**src/rtl/tbx_pkg.sv**
```systemverilog
package tbx_pkg;
  localparam int unsigned WORD_W     = 64;
  localparam int unsigned ERR_W      = 5;
  // error bit positions
  localparam int unsigned ERR_TARGET = 0;
  localparam int unsigned ERR_STATE  = 1;
  localparam int unsigned ERR_ARG    = 2;
  localparam int unsigned ERR_NOTGT  = 3;
  localparam int unsigned ERR_NOTRDY = 4;
  // field positions in LSB-0 numbering
  localparam int unsigned MODE_BIT   = 28;  // MSB-0 bit 35
  localparam int unsigned ARM_BIT    = 63;  // MSB-0 bit 0
  localparam int unsigned ADDR_LSB   = 32;
  localparam int unsigned ID_W       = 5;

  typedef struct packed {
    logic             tgtWrite;
    logic             moveFire;
    logic             rdAck;
    logic [ERR_W-1:0] errSet;
  } strobe_t;
endpackage

```
**src/rtl/tbx_xfer_dp.sv**
```systemverilog
module tbx_xfer_dp
  import tbx_pkg::*;
#(
  parameter int unsigned               NUM_CORES     = 4,
  parameter int unsigned               IDX_W         = 2,
  parameter logic [NUM_CORES*32-1:0]   CORE_BASES    = '0,
  parameter logic [NUM_CORES*ID_W-1:0] CORE_IDS      = '0,
  parameter bit                        ALLOW_CORE_ID = 1'b1,
  parameter logic [11:0]               RX_REG        = 12'h4A3
) (
  input  logic                 clk,
  input  logic                 rstN,
  input  logic [WORD_W-1:0]    wrData,
  input  strobe_t              strb,
  input  logic [NUM_CORES-1:0] coreReady,
  output logic                 candValid,
  output logic                 tgtValid,
  output logic [IDX_W-1:0]     tgtIdx,
  output logic                 tgtReady,
  output logic [NUM_CORES-1:0] tbSent,
  output logic                 rdValid,
  output logic [WORD_W-1:0]    rdData
);
  logic             fullMode;
  logic [31:0]      fullAddr;
  logic             regOk;
  logic [ID_W-1:0]  coreId;
  logic [NUM_CORES-1:0] baseHit, idHit, idSel, hitVec, selOh;
  logic [IDX_W-1:0] candIdx;
  logic             tgtValidQ, rdValidQ;
  logic [IDX_W-1:0] tgtIdxQ;
  logic [NUM_CORES-1:0] tbSentQ;
  logic             unusedBits;

  assign fullMode   = wrData[MODE_BIT];
  assign fullAddr   = wrData[ADDR_LSB +: 32];
  assign regOk      = (fullAddr[11:0] == RX_REG);
  assign coreId     = wrData[ADDR_LSB +: ID_W];
  assign unusedBits = ^{wrData[31:29], wrData[27:0]};

  for (genvar i = 0; i < NUM_CORES; i++) begin : g_match
    assign baseHit[i] = (CORE_BASES[i*32 +: 32] == {fullAddr[31:12], 12'h000});
    assign idHit[i]   = (CORE_IDS[i*ID_W +: ID_W] == coreId);
  end

  if (ALLOW_CORE_ID) begin : g_idMode
    assign idSel = idHit;
  end else begin : g_fullOnly
    assign idSel = '0;
  end

  assign hitVec = fullMode ? (regOk ? baseHit : '0) : idSel;

  always_comb begin
    candValid = |hitVec;
    candIdx   = '0;
    for (int i = NUM_CORES - 1; i >= 0; i--) begin
      if (hitVec[i]) candIdx = IDX_W'(i);
    end
  end

  assign selOh    = NUM_CORES'(1) << tgtIdxQ;
  assign tgtReady = |(coreReady & selOh);

  always_ff @(posedge clk or negedge rstN) begin
    if (!rstN) begin
      tgtValidQ <= 1'b0;
      tgtIdxQ   <= '0;
      tbSentQ   <= '0;
      rdValidQ  <= 1'b0;
    end else begin
      if (strb.tgtWrite) begin
        tgtValidQ <= candValid;
        tgtIdxQ   <= candIdx;
      end
      tbSentQ  <= strb.moveFire ? selOh : '0;
      rdValidQ <= strb.rdAck;
    end
  end

  assign tgtValid = tgtValidQ;
  assign tgtIdx   = tgtIdxQ;
  assign tbSent   = tbSentQ;
  assign rdValid  = rdValidQ;
  assign rdData   = '0;
endmodule

```
**src/rtl/tbx_xfer_ctl.sv**
```systemverilog
module tbx_xfer_ctl
  import tbx_pkg::*;
#(
  parameter int unsigned ADDR_W   = 6,
  parameter logic [5:0]  TGT_OFS  = 6'h27,
  parameter logic [5:0]  MOVE_OFS = 6'h17
) (
  input  logic              clk,
  input  logic              rstN,
  input  logic              wrEn,
  input  logic [ADDR_W-1:0] wrAddr,
  input  logic              rdEn,
  input  logic [ADDR_W-1:0] rdAddr,
  input  logic              moveArm,
  input  logic              todRunning,
  input  logic              candValid,
  input  logic              tgtValid,
  input  logic              tgtReady,
  output strobe_t           strb,
  output logic [ERR_W-1:0]  errFlags
);
  localparam logic [ADDR_W-1:0] TGT_A  = ADDR_W'(TGT_OFS);
  localparam logic [ADDR_W-1:0] MOVE_A = ADDR_W'(MOVE_OFS);

  logic [ERR_W-1:0] errQ;

  always_comb begin
    strb       = '0;
    strb.rdAck = rdEn && ((rdAddr == TGT_A) || (rdAddr == MOVE_A));
    if (wrEn && (wrAddr == TGT_A)) begin
      strb.tgtWrite           = 1'b1;
      strb.errSet[ERR_TARGET] = !candValid;
    end else if (wrEn && (wrAddr == MOVE_A)) begin
      if (!todRunning)    strb.errSet[ERR_STATE]  = 1'b1;
      else if (!moveArm)  strb.errSet[ERR_ARG]    = 1'b1;
      else if (!tgtValid) strb.errSet[ERR_NOTGT]  = 1'b1;
      else if (!tgtReady) strb.errSet[ERR_NOTRDY] = 1'b1;
      else                strb.moveFire           = 1'b1;
    end
  end

  always_ff @(posedge clk or negedge rstN) begin
    if (!rstN) errQ <= '0;
    else       errQ <= errQ | strb.errSet;
  end

  assign errFlags = errQ;
endmodule

```
**src/rtl/tbx_xfer_ctrl.sv**
```systemverilog
module tbx_xfer_ctrl
  import tbx_pkg::*;
#(
  parameter int unsigned               NUM_CORES     = 4,
  parameter int unsigned               ADDR_W        = 6,
  parameter bit                        ALLOW_CORE_ID = 1'b1,
  parameter logic [NUM_CORES*32-1:0]   CORE_BASES    = {32'h2300_0000, 32'h2200_0000,
                                                        32'h2100_0000, 32'h2000_0000},
  parameter logic [NUM_CORES*ID_W-1:0] CORE_IDS      = {5'd7, 5'd5, 5'd2, 5'd0},
  parameter logic [5:0]                TGT_OFS       = 6'h27,
  parameter logic [5:0]                MOVE_OFS      = 6'h17,
  parameter logic [11:0]               RX_REG        = 12'h4A3,
  localparam int unsigned              IDX_W         = (NUM_CORES > 1) ? $clog2(NUM_CORES) : 1
) (
  input  logic                 clk,
  input  logic                 rstN,
  input  logic                 wrEn,
  input  logic [ADDR_W-1:0]    wrAddr,
  input  logic [63:0]          wrData,
  input  logic                 rdEn,
  input  logic [ADDR_W-1:0]    rdAddr,
  input  logic                 todRunning,
  input  logic [NUM_CORES-1:0] coreReady,
  output logic [63:0]          rdData,
  output logic                 rdValid,
  output logic                 tgtValid,
  output logic [IDX_W-1:0]     tgtIdx,
  output logic [NUM_CORES-1:0] tbSent,
  output logic [4:0]           errFlags
);
  strobe_t strb;
  logic    candValid;
  logic    tgtReady;

  tbx_xfer_ctl #(
    .ADDR_W(ADDR_W), .TGT_OFS(TGT_OFS), .MOVE_OFS(MOVE_OFS)
  ) ctl_i (
    .clk(clk), .rstN(rstN), .wrEn(wrEn), .wrAddr(wrAddr),
    .rdEn(rdEn), .rdAddr(rdAddr), .moveArm(wrData[ARM_BIT]),
    .todRunning(todRunning), .candValid(candValid), .tgtValid(tgtValid),
    .tgtReady(tgtReady), .strb(strb), .errFlags(errFlags)
  );

  tbx_xfer_dp #(
    .NUM_CORES(NUM_CORES), .IDX_W(IDX_W), .CORE_BASES(CORE_BASES),
    .CORE_IDS(CORE_IDS), .ALLOW_CORE_ID(ALLOW_CORE_ID), .RX_REG(RX_REG)
  ) dp_i (
    .clk(clk), .rstN(rstN), .wrData(wrData), .strb(strb),
    .coreReady(coreReady), .candValid(candValid), .tgtValid(tgtValid),
    .tgtIdx(tgtIdx), .tgtReady(tgtReady), .tbSent(tbSent),
    .rdValid(rdValid), .rdData(rdData)
  );
endmodule

```
**config.mk**
```make
export PLATFORM = sky130hd
export DESIGN_NAME = tbx_xfer_ctrl
export DESIGN_NICKNAME = d
export VERILOG_FILES = /design/src/rtl/tbx_pkg.sv /design/src/rtl/tbx_xfer_dp.sv /design/src/rtl/tbx_xfer_ctl.sv /design/src/rtl/tbx_xfer_ctrl.sv
export SDC_FILE = /design/constraint.sdc
export NUM_CORES = 1
export LEC_CHECK = 0
export ABC_AREA = 1
export CAP_MARGIN = 10
export CORE_MARGIN = 4
export CORE_UTILIZATION = 26
export DETAILED_ROUTE_END_ITERATION = 16
export PLACE_DENSITY = 0.81
export SYNTH_ARGS = -nofsm -noshare
export SYNTH_HDL_FRONTEND = slang
export SYNTH_SLANG_ARGS = --single-unit
```
**constraint.sdc**
```tcl
create_clock -name clk -period 1.3 [get_ports clk]
set_clock_uncertainty 0.05 [all_clocks]
set_input_delay 0.195 -clock clk [delete_from_list [all_inputs] [get_ports clk]]
set_output_delay 0.195 -clock clk [all_outputs]
set_load 0.05 [all_outputs]
```
# Word-level counts from Yosys, hierarchy flattened
# Cells that the tools add are included.
# classes
n_eq_ne	12
shifts	1
muxes	24
bitwise_logic	2
n_reduce_logical	8
# op_table
op	count
== test 18 x 20 -> 1 bit, first input constant	4
two-way mux 4 bit	5
two-way mux 1 bit	13
== test 12 x 11 -> 1 bit, second input constant	1
== test 6 x 5 -> 1 bit, second input constant	2
== test 6 bit, second input constant	2
== test 3 x 5 -> 1 bit, first input constant	2
two-way mux 2 bit	5
OR reduction 4 bit	2
== test 2 x 5 -> 1 bit, first input constant	1
logical NOT 5 bit	1
bitwise OR 5 bit	1
AND 4 bit	1
left shift 1 x 2 -> 4 bit, first input constant	1
logical AND 1 bit	3
two-way mux 3 bit	1
logical NOT 1 bit	1
logical OR 1 bit	1
# totals
ff_bits	13
input_bits	85
out_inout_bits	77
word_cells	52

# Depth between registers and ports, before layout
# logic_depth
ltp_word	10
depth_mapped	10
depth_no_buf	10

# Hierarchy
# From an unflattened synthesis, not the netlist that was laid out.
# hier_totals
cells_unflattened	207
hier_area_um2	1372.6
# by_module_without_submodules
module	instances	cells_each	area_each_um2	seq_area_each_um2
tbx_xfer_dp	1	153	1032.2	200.2
tbx_xfer_ctl	1	54	340.3	125.1

# Worst setup path after synthesis
# No wires, ideal clock.
# synth_timing
kind	flip-flop to flip-flop
start	register dp_i.tgtIdxQ[1], in the netlist dp_i.tgtIdx[1]
end	register dp_i.tbSentQ[0], in the netlist dp_i.tbSent[0]
setup_ps	149
t_arrival_ps	1244
t_required_ps	1101
slack_ps	-143
stages_incl_launch_ff	6
path_buffers	0
synth_period_minus_slack_ps	1443
path_cell_list	dfrtp_1 inv_1 nand3_1 nand4_1 nand4_1 nor3_1
# synth_via
elab_chain_len	10
# synth_lines
element	line_no	rtl
start: declaration	tbx_xfer_dp.sv:31	logic [IDX_W-1:0] tgtIdxQ;
start signal: assignment	tbx_xfer_dp.sv:74	tgtIdxQ <= candIdx;
left shift 1 x 2 -> 4 bit *	tbx_xfer_dp.sv:62	assign selOh = NUM_CORES'(1) << tgtIdxQ;
AND 4 bit	tbx_xfer_dp.sv:63	assign tgtReady = |(coreReady & selOh);
OR reduction 4 bit	tbx_xfer_dp.sv:63	
two-way mux 1 bit	tbx_xfer_ctl.sv:37	else if (!tgtReady) strb.errSet[ERR_NOTRDY] = 1'b1;
two-way mux 1 bit	tbx_xfer_ctl.sv:36	else if (!tgtValid) strb.errSet[ERR_NOTGT] = 1'b1;
two-way mux 1 bit	tbx_xfer_ctl.sv:35	else if (!moveArm) strb.errSet[ERR_ARG] = 1'b1;
two-way mux 1 bit	tbx_xfer_ctl.sv:34	if (!todRunning) strb.errSet[ERR_STATE] = 1'b1;
two-way mux 1 bit	tbx_xfer_ctl.sv:33	end else if (wrEn && (wrAddr == MOVE_A)) begin
two-way mux 1 bit	tbx_xfer_ctl.sv:30	if (wrEn && (wrAddr == TGT_A)) begin
two-way mux 4 bit *	tbx_xfer_dp.sv:76	tbSentQ <= strb.moveFire ? selOh : '0;
end signal: assignment	tbx_xfer_dp.sv:76	
end: declaration	tbx_xfer_dp.sv:32	logic [NUM_CORES-1:0] tbSentQ;
# Mark *: on every way between the ends. The rest lies on a longest branch, timed or not.
# A chain may end at the register's enable or synchronous reset.

# Worst setup path after layout
# layout_timing
start	register dp_i.tgtIdxQ[1], in the netlist dp_i.tgtIdx[1]
end	register dp_i.tbSentQ[3], in the netlist dp_i.tbSent[3]
# The elaborated chain is that of the path after synthesis.

==> results.sh <==
export IMPL_status="finished, violations left"
export IMPL_failed_checks="setup timing"
export IMPL_hold_viol=0
export IMPL_synth_edff_count=0
export IMPL_routabilityCongestion=0.762
export IMPL_final_antenna_net_count=0
export IMPL_setup_viol=1
export IMPL_ys_ff_latch=13
export IMPL_worst_slack_ns=-0.000902
export IMPL_cpMaxStageDelayCell="dfrtp_2"
export IMPL_numPortBuffers=66
export IMPL_maxCapViolCount=0
export IMPL_fin_crit_ns=1.30
export IMPL_drc=0
export IMPL_synthXorXnorAreaFrac=0.00675
export IMPL_synth_top_family_by_area="buffers and inverters"
export IMPL_vias=1292
export IMPL_start_kind="register"
export IMPL_drive_above_1_share=0.267
export IMPL_cp_startpoint="dp_i.tgtIdx[1]$_DFFE_PN0P_"
export IMPL_die_h_um=78.6
export IMPL_antenna_found_initial=0
export IMPL_cpMostUsedCell="nand4_1"
export IMPL_ys_seq_area_frac=0.251
export IMPL_grt_pass1_wl_um=4920
export IMPL_r2r_slack_ns=-0.0009
export IMPL_die_area_mm2=0.00618
export IMPL_final_nets=356
export IMPL_placedCellCount=325
export IMPL_cts_sinks=13
export IMPL_synthAdderAreaFrac=0
export IMPL_rsz0062_at_grt="yes"
export IMPL_die_width_um=78.6
export IMPL_synth_top_area_share=0.370
export IMPL_dp_hpwl_um=2910
export IMPL_synth_compound_area_frac=0.0453
export IMPL_diodes=0
export IMPL_hp_class="in2async"
export IMPL_ys_top_cells_by_count="buf_4, nor2_1, nand2_1, inv_1, dfrtp_1"
export IMPL_dr_pass1_iters=4
export IMPL_htree_num_levels=1
export IMPL_grt_usage=0.0973
export IMPL_grt_pass1_vias=1172
export IMPL_crit_chain="buf_6 -> nand3_2 -> nand4_1 -> nand4_1 -> nor3_1"
export IMPL_max_freq_mhz=769
export IMPL_cp_arrival_ns=1.40
export IMPL_slew_viol_final=0
export IMPL_async_flop_share=1.00
export IMPL_cts_buffers=3
export IMPL_hold_slack_ns=0.222
export IMPL_core_mm2=0.00479
export IMPL_grt_start_max_net_pins=14
export IMPL_p_leak_nw=1.22
export IMPL_clk_latency_ns=0.24
export IMPL_fin_crit_sh=1.00
export IMPL_vias_per_cell=3.83
export IMPL_cp_data_required_time_ns=1.40
export IMPL_hold_buffers=0
export IMPL_drt_wl_total_um=3600
export IMPL_syn2layout_area_growth_pct=72.2
export IMPL_cts_tree="done"
export IMPL_reg2reg_from="dp_i.tgtIdx[1]$_DFFE_PN0P_"
export IMPL_fin_cells=337
export IMPL_synthSimpleGateAreaFrac=0.269
export IMPL_critPathKind="reg2reg"
export IMPL_yosys_warnings=0
export IMPL_netlist_instances=181
export IMPL_rows=25
export IMPL_ys_top_cells_by_area="buf_4, dfrtp_1, nor2_1, nand2_1, nand4_1"
export IMPL_cts_path_max_buffers=2
export IMPL_r2r_end="dp_i.tbSent[3]$_DFF_PN0_"
export IMPL_synth_cell_types=19
export IMPL_synth_most_common_cell="buf_4"
export IMPL_fillCellCount=461
export IMPL_path_clk_slew_ns=0.06
export IMPL_gr_total_overflow=0
export IMPL_reg2reg_depth=5
export IMPL_synth_ff_type="dfrtp_1"
export IMPL_critPathMaxStageDelay_ns=0.40
export IMPL_drtIter0Drc=42
export IMPL_start_util=0.271
export IMPL_muxShareOfSynthArea=0
export IMPL_avgRoutedWirePerCell_um=10.7
export IMPL_synth_area_leader_cell="buf_4"
export IMPL_p_per_area_mw_per_mm2=824
export IMPL_ioPinCount=162
export IMPL_cp_end_kind="register"
export IMPL_cp_max_fo=4
export IMPL_syn_area_per_cell_um2=7.17
export IMPL_cts_root_buf="clkbuf_8"
export IMPL_syn_area_mm2=0.00130
export IMPL_ir_drop_uv=287
[cell usage in the layout (no fill, tap or decap), drive strengths merged]
cell	count
a21oi	1
buf	33
clkbuf	3
clkdlybuf4s50	16
clkinv	2
conb	64
dfrtp	13
dlygate4sd2	23
dlymetal6s2s	14
inv	18
nand2	21
nand3	9
nand3b	1
nand4	12
nor2	26
nor3	5
o21ai	4
o21bai	4
xor2	1
[worst max path at each step]
| stage | end | depth (start not counted) |
|---|---|---|
| after floorplan | dp_i.tbSent[0]$_DFF_PN0_ | 5 |
| after global placement | ctl_i.errFlags[0]$_DFF_PN0_ | 9 |
| after detailed placement | dp_i.tbSent[2]$_DFF_PN0_ | 9 |
| after CTS | dp_i.tbSent[2]$_DFF_PN0_ | 6 |
| after global routing | dp_i.tbSent[3]$_DFF_PN0_ | 5 |
| final | dp_i.tbSent[3]$_DFF_PN0_ | 5 |
[registers in the layout, summed over array words and instances (netlist names)]
register and count:
dp_i.tbSent 4, dp_i.tgtIdx 2, dp_i.tgtValid 1, ctl_i.errFlags 5, dp_i.rdValid 1
[repair_timing]
item / CTS / global route
endpoints found under the setup margin: 7 / 10
resized for setup: 34 / 38
pin swaps: 27 / 25
buffers inserted: 3 / 5
[layer usage]
layer | vias up | share of wire | global-route usage
li1 | 620 | - | -
met1 | 591 | 0.33 | 0.104
met2 | 75 | 0.57 | 0.197
met3 | 6 | 0.089 | 0.0206
met4 | 0 | 0.011 | 0.0105
met5 | - | 0 | 0
[power by group]
| group | internal (W) | leakage (nW) | switching (W) |
|---|---|---|---|
| sequential | 0.000436 | 0.166 | 0.0000383 |
| clock | 0.000211 | 0.0255 | 0.000134 |
| combinational | 0.000342 | 1.03 | 0.000681 |
[worst max-delay path, delay by kind of cell (launching register included)]
family	cells	cell delay, ns
simple gates	4	0.62
flops	1	0.40
buf+inv	1	0.13
[layout make-up]
type | count | area (um2) | area share
multi-input cells | 148 | 753 | 0.337
clock buffers | 3 | 41.3 | 0.0185
repair buffers | 86 | 951 | 0.426
clock inverters | 1 | 5.00 | 0.00224
inverters | 19 | 72.6 | 0.0325
flip-flops and latches | 13 | 328 | 0.147
well taps | 67 | 83.8 | 0.0375
[kinds of logic after synthesis]
family                    count (synthesis)
buffers and inverters                    83
AOI/OAI and AO/OA                         9
DFF                                      13
xor gates and xnor gates                  1
and+or+nand+nor                          74
other                                     1
[metrics by stage]
| step | area (um2) | utilization | total power, W | worst slack, ns | setup TNS (ns) |
|---|---|---|---|---|---|
| 2_1_floorplan | 1540 | - | 0.00120 | 0.00808 | 0 |
| 3_3_place_gp | 2020 | 0.422 | 0.00143 | -0.246 | -2.21 |
| 3_5_place_dp | 2020 | 0.422 | 0.00144 | -0.310 | -2.61 |
| 4_1_cts | 2080 | 0.436 | 0.00178 | 0.00308 | 0 |
| 5_1_grt | 2230 | 0.467 | 0.00192 | -0.0538 | -0.0848 |
| 6_report | 2230 | 0.467 | 0.00184 | -0.000902 | -0.000902 |
No activity file was read; power rests on OpenSTA's default activity.
